$ cat src/rtl/tmr_xint_pkg.sv
package tmr_xint_pkg;

  // Bit positions inside the register, as a function of the channel count.
  function automatic int tf_pos(int nch, int n);
    return 2*nch + 2*n + 1;
  endfunction

  function automatic int tr_pos(int nch, int n);
    return 2*nch + 2*n;
  endfunction

  function automatic int xf_pos(int n);
    return 2*n + 1;
  endfunction

  function automatic int xt_pos(int n);
    return 2*n;
  endfunction

  // Next value of a sticky flag: a hardware set beats a write,
  // and a write beats an acknowledge clear.
  function automatic logic sticky_next(logic set, logic hit, logic val,
                                       logic clr, logic cur);
    if (set)      return 1'b1;
    else if (hit) return val;
    else if (clr) return 1'b0;
    else          return cur;
  endfunction

endpackage

$ cat src/rtl/tcr_wr_decode.sv
module tcr_wr_decode #(
  parameter int ADDR_W   = 8,
  parameter int DATA_W   = 8,
  parameter logic [ADDR_W-1:0] REG_ADDR = 8'h88
) (
  input  logic              byte_we,
  input  logic [ADDR_W-1:0] byte_addr,
  input  logic [DATA_W-1:0] byte_data,
  input  logic              bit_we,
  input  logic [ADDR_W-1:0] bit_addr,
  input  logic              bit_val,
  output logic [DATA_W-1:0] wr_hit,
  output logic [DATA_W-1:0] wr_val
);
  localparam int IDX_W = $clog2(DATA_W);

  logic byte_sel;
  logic bit_sel;
  logic [IDX_W-1:0] bit_idx;

  assign byte_sel = byte_we && (byte_addr == REG_ADDR);
  assign bit_sel  = bit_we && (bit_addr[ADDR_W-1:IDX_W] == REG_ADDR[ADDR_W-1:IDX_W]);
  assign bit_idx  = bit_addr[IDX_W-1:0];

  for (genvar b = 0; b < DATA_W; b++) begin : g_bit
    logic bit_here;
    assign bit_here  = bit_sel && (bit_idx == IDX_W'(b));
    assign wr_hit[b] = byte_sel || bit_here;
    assign wr_val[b] = bit_here ? bit_val : byte_data[b];
  end

endmodule

$ cat src/rtl/tovf_flag.sv
module tovf_flag (
  input  logic clk,
  input  logic rst_n,
  input  logic ovf,
  input  logic ack,
  input  logic wr_hit,
  input  logic wr_val,
  output logic flag_q
);
  import tmr_xint_pkg::*;

  logic flag_d;

  always_comb flag_d = sticky_next(ovf, wr_hit, wr_val, ack, flag_q);

  always_ff @(posedge clk or negedge rst_n) begin
    if (!rst_n) flag_q <= 1'b0;
    else        flag_q <= flag_d;
  end

endmodule

$ cat src/rtl/xint_flag.sv
module xint_flag (
  input  logic clk,
  input  logic rst_n,
  input  logic line_in,
  input  logic edge_mode,
  input  logic ack,
  input  logic wr_hit,
  input  logic wr_val,
  output logic flag_q,
  output logic line_d_q
);
  import tmr_xint_pkg::*;

  logic rise_evt;
  logic flag_d;

  assign rise_evt = line_in && !line_d_q;

  always_comb begin
    if (edge_mode) flag_d = sticky_next(rise_evt, wr_hit, wr_val, ack, flag_q);
    else           flag_d = line_in;
  end

  always_ff @(posedge clk or negedge rst_n) begin
    if (!rst_n) begin
      flag_q   <= 1'b0;
      line_d_q <= 1'b0;
    end else begin
      flag_q   <= flag_d;
      line_d_q <= line_in;
    end
  end

endmodule

$ cat src/rtl/tmr_xint_ctl.sv
module tmr_xint_ctl #(
  parameter int NUM_CH = 2,
  parameter int ADDR_W = 8,
  parameter logic [ADDR_W-1:0] REG_ADDR = 8'h88,
  localparam int DATA_W = 4*NUM_CH
) (
  input  logic              clk,
  input  logic              rst_n,
  input  logic              byte_we,
  input  logic [ADDR_W-1:0] byte_addr,
  input  logic [DATA_W-1:0] byte_data,
  input  logic              bit_we,
  input  logic [ADDR_W-1:0] bit_addr,
  input  logic              bit_val,
  input  logic [NUM_CH-1:0] tmr_ovf,
  input  logic [NUM_CH-1:0] tmr_ack,
  input  logic [NUM_CH-1:0] xint_in,
  input  logic [NUM_CH-1:0] xint_ack,
  output logic [DATA_W-1:0] rd_data,
  output logic [NUM_CH-1:0] tmr_run,
  output logic [NUM_CH-1:0] tmr_irq,
  output logic [NUM_CH-1:0] xint_irq
);
  import tmr_xint_pkg::*;

  logic [DATA_W-1:0] wr_hit;
  logic [DATA_W-1:0] wr_val;
  logic [NUM_CH-1:0] xin_d;
  logic [NUM_CH-1:0] run_q;
  logic [NUM_CH-1:0] mode_q;
  logic [NUM_CH-1:0] tflag;
  logic [NUM_CH-1:0] xflag;

  tcr_wr_decode #(
    .ADDR_W  (ADDR_W),
    .DATA_W  (DATA_W),
    .REG_ADDR(REG_ADDR)
  ) u_dec (
    .byte_we  (byte_we),
    .byte_addr(byte_addr),
    .byte_data(byte_data),
    .bit_we   (bit_we),
    .bit_addr (bit_addr),
    .bit_val  (bit_val),
    .wr_hit   (wr_hit),
    .wr_val   (wr_val)
  );

  for (genvar n = 0; n < NUM_CH; n++) begin : g_ch
    localparam int TF = tf_pos(NUM_CH, n);
    localparam int TR = tr_pos(NUM_CH, n);
    localparam int XF = xf_pos(n);
    localparam int XT = xt_pos(n);

    always_ff @(posedge clk or negedge rst_n) begin
      if (!rst_n) begin
        run_q[n]  <= 1'b0;
        mode_q[n] <= 1'b0;
      end else begin
        if (wr_hit[TR]) run_q[n]  <= wr_val[TR];
        if (wr_hit[XT]) mode_q[n] <= wr_val[XT];
      end
    end

    tovf_flag u_tf (
      .clk   (clk),
      .rst_n (rst_n),
      .ovf   (tmr_ovf[n]),
      .ack   (tmr_ack[n]),
      .wr_hit(wr_hit[TF]),
      .wr_val(wr_val[TF]),
      .flag_q(tflag[n])
    );

    xint_flag u_xf (
      .clk      (clk),
      .rst_n    (rst_n),
      .line_in  (xint_in[n]),
      .edge_mode(mode_q[n]),
      .ack      (xint_ack[n]),
      .wr_hit   (wr_hit[XF]),
      .wr_val   (wr_val[XF]),
      .flag_q   (xflag[n]),
      .line_d_q (xin_d[n])
    );

    assign rd_data[TF] = tflag[n];
    assign rd_data[TR] = run_q[n];
    assign rd_data[XF] = xflag[n];
    assign rd_data[XT] = mode_q[n];
  end

  assign tmr_run  = run_q;
  assign tmr_irq  = tflag;
  assign xint_irq = xflag;

endmodule

$ cat config.mk
export PLATFORM = sky130hd
export DESIGN_NAME = tmr_xint_ctl
export DESIGN_NICKNAME = d
export VERILOG_FILES = /design/src/rtl/tmr_xint_pkg.sv /design/src/rtl/tcr_wr_decode.sv /design/src/rtl/tovf_flag.sv /design/src/rtl/xint_flag.sv /design/src/rtl/tmr_xint_ctl.sv
export SDC_FILE = /design/constraint.sdc
export NUM_CORES = 1
export LEC_CHECK = 0
export BUFFER_PORTS_ARGS = -buffer_cell sky130_fd_sc_hd__buf_2
export CAP_MARGIN = 20
export CORE_MARGIN = 8
export CORE_UTILIZATION = 30
export CTS_BUF_LIST = sky130_fd_sc_hd__clkbuf_8 sky130_fd_sc_hd__clkbuf_16
export CTS_CLUSTER_DIAMETER = 200
export DETAILED_ROUTE_END_ITERATION = 8
export PLACE_DENSITY_LB_ADDON = 0.12
export SLEW_MARGIN = 15
export SYNTH_ARGS = -nofsm -noshare
export SYNTH_HDL_FRONTEND = slang
export SYNTH_SLANG_ARGS = --single-unit
$ cat constraint.sdc
create_clock -name clk -period 1.8 [get_ports clk]
set_input_delay 0.18 -clock clk [delete_from_list [all_inputs] [get_ports clk]]
set_output_delay 0.18 -clock clk [all_outputs]
set_load 0.05 [all_outputs]
==> flow_summary_export.csv <==
group,metric,value,unit
timing,hold_viol,0,
worst_setup_path,cp_cell_sequence,"buf_2 -> or4b_4 -> o41a_1 -> and4b_1 -> a221o_1",
clock_network,htreeDepth,1,
layout,final_nets,155,
worst_setup_path,crit_path_start_kind,"input port",
synthesis,postSynthCellCount,73,
clock_network,clock-root-buffer,"clkbuf_8",
min_path,hold_path_class,"in -> reg",
grt,grt_start_max_net_pins,11,
drt,vias,680,
run_status,status,"finished clean",
grt,grt_pass1_vias,741,
drt,final_antenna_net_count,0,
timing,max_freq,628,MHz
grt,grt-ovfl-total,0,
worst_setup_path,critical_path_class,"in -> reg",
synthesis,synth-xor-area-share,0,%
synthesis,synth_seq_cells,10,
timing,postLayoutSetupSlackWorst,0.207,ns
floorplan,die_y,64.4,um
floorplan,start_util,31.7,%
timing,min_period_over_period,88.5,%
synthesis,synth_nets,110,
timing,fin_tns_setup,0,ns
place,dpl_worst_slack,-0.0279,ns
synthesis,synth-warning-count,0,
grt,grtUsageTotal,9.56,%
power,power,0.743,mW
synthesis,synthMuxAreaShare,15.3,%
layout,regArea,250,sq um
synthesis,synthAdderAreaFrac,0,%
job,cap_violations,0,
timing,skew,0.000164,ns
floorplan,die_area,4140,sq um
synthesis,synth.avg_cell_area,9.62,sq um
worst_setup_path,cp_data_required_time,1.91,ns
grt,grt_pass1_wl,3240,um
layout,drive_above_1_share,53.8,%
synthesis,yosysSeqAreaShare,35.7,%
timing,hold-worst-slack,0.0689,ns
drt,wl_per_cell,13.5,um
worst_setup_path,max_stage_delay,0.54,ns
clock_network,clk_path_buf_depth,2,
place,dp_hpwl,1670,um
power,power_leakage,0.517,nW
timing,relSlewSlack,76.2,%
place,port_buffers,50,
place,place_congestion,0.767,
layout,area_growth,38.5,%
drt,drt_wl_total,1950,um
timing,fin_crit,1.59,ns
drt,drc,0,
drt,viasPerCell,4.69,
clock_network,cts_buffers,3,
layout,n_fill_cell,242,
synthesis,synth_top_family_by_area,"simple AND/OR/NAND/NOR gates",
layout,final_cell_mix,"buf_2 (50), dfrtp_1 (10), nand2_1 (6), nor2_1 (5), mux2_2 (5)",
clock_network,clk_pin_slew_worst_paths,0.05,ns
synthesis,yosys.cell_types.count,28,
worst_setup_path,cpMaxStageDelayCell,"or4b_4",
worst_setup_path,crit_arrival,1.71,ns
timing,slew_violations,0,
synthesis,synth-simple-area-share,25.0,%
layout,antenna_cells,0,
synthesis,synth_area,702,sq um
drt,drtIter0Drc,12,
clock_network,clkLatencyLatePin,0.23,ns
worst_setup_path,crit_fanout,3,
clock_network,tritoncts,"done",
timing,worstMarginPinSlew,0.352,ns
clock_network,cts.sinks,10,
layout,multiInputGateArea,353,sq um
floorplan,rows,17,
grt,antenna_found_initial,0,
floorplan,io_pins,51,
layout,final_common_cell,"buf_2",
power,vdd_drop_max,0.443,mV
power,power_density,764,nW/um^2
timing,setup_viol,0,
timing,rsz0062_at_grt,"no",
drt,drt_first_pass_iters,4,
worst_setup_path,crit_path_end_kind,"flop",
floorplan,core,2210,sq um
synthesis,synth-compound-area-share,9.98,%
floorplan,die_w,64.4,um
[area by class of cell]
class	instances	share of cell area (%)
clock buffer	4	5.66
inverter	1	0.386
multi-input combinational	49	36.3
sequential	10	25.7
tap	28	3.60
timing repair buffer	53	28.3
[power by group]
part	leakage (nW)	internal, mW	switching, mW
Combinational	0.366	0.0731	0.137
Sequential	0.123	0.242	0.0111
Clock	0.0288	0.192	0.0883
[cell families (layout without fill, tap and decap cells)]
group | Yosys count | after routing
buffers and inverters | 14 | 58
multiplexers | 10 | 10
AO/OA/AOI/OAI | 9 | 9
flip-flops | 10 | 10
AND/OR/NAND/NOR | 30 | 30
[worst max-delay path, delay by kind of cell]
kind / cells / cell delay [ns]
and+or+nand+nor: 2 / 0.74
buffers and inverters: 1 / 0.09
AOI/OAI and AO/OA: 2 / 0.70
[registers in the layout (all words and copies together) (netlist names)]
signal and flops:
g_ch.u_tf.flag_q 2, g_ch.u_xf.flag_q 2, rd_data 4, g_ch.u_xf.line_d_q 2
[cells in the mapped netlist]
cell | instances | area, sq um
buf_4 | 12 | 90.1
dfrtp_1 | 10 | 250
nand2_1 | 6 | 22.5
mux2_2 | 5 | 56.3
nor2_1 | 5 | 18.8
mux2i_1 | 4 | 40.0
nor2b_1 | 4 | 25.0
nor3_1 | 4 | 20.0
nand2b_1 | 3 | 18.8
a22oi_1 | 2 | 15.0
a221o_1 | 1 | 10.0
a31oi_1 | 1 | 6.26
and4b_1 | 1 | 10.0
clkbuf_2 | 1 | 5.00
inv_1 | 1 | 3.75
mux2_1 | 1 | 11.3
nand3_1 | 1 | 5.00
nand3b_1 | 1 | 7.51
nand4_1 | 1 | 6.26
nand4_2 | 1 | 12.5
nor4b_1 | 1 | 8.76
o21ai_0 | 1 | 5.00
o221ai_1 | 1 | 8.76
o22ai_1 | 1 | 6.26
o31ai_1 | 1 | 7.51
o41a_1 | 1 | 11.3
or2_1 | 1 | 6.26
or4b_4 | 1 | 13.8
[through the flow]
stage / utilization [%] / cell area, sq um / std cells
6_report: 43.9 / 972 / 145
5_1_grt: 43.9 / 972 / 145
4_1_cts: 43.9 / 972 / 145
3_5_place_dp: 41.0 / 907 / 140
3_3_place_gp: 41.0 / 907 / 140
2_1_floorplan: - / 702 / 73
[per-layer routing]
layer,track usage [%],vias up,share of wire (%)
li1,-,341,-
met1,10.9,306,45
met2,15.7,31,47
met3,3.48,2,7.6
met4,4.09,0,0.67
met5,0,-,0
[worst paths after layout]
path                            depth (start not counted)                            start                         endpoint  slack, ns
worst max-delay path                                    5                      bit_addr[4]  g_ch[0].u_xf.flag_q$_DFFE_PN0P_       0.21
worst min-delay path                                    1                       xint_in[0]  g_ch[0].u_xf.line_d_q$_DFF_PN0_       0.07
max in group asynchronous                               2                            rst_n  g_ch[1].u_xf.flag_q$_DFFE_PN0P_       1.26
worst min register to register                          3  g_ch[1].u_xf.line_d_q$_DFF_PN0_  g_ch[1].u_xf.flag_q$_DFFE_PN0P_       0.55
worst max register to register                          3           rd_data[0]$_DFFE_PN0P_  g_ch[0].u_xf.flag_q$_DFFE_PN0P_       0.68
min in group asynchronous                               2                            rst_n  g_ch[0].u_xf.line_d_q$_DFF_PN0_       0.34
[repair_timing]
item	4_1_cts	5_1_grt
hold buffers	1	0
hold endpoints to repair	10	0
buffers inserted	0	0
gates resized for setup	0	0
(Power assumes the default switching activity.)
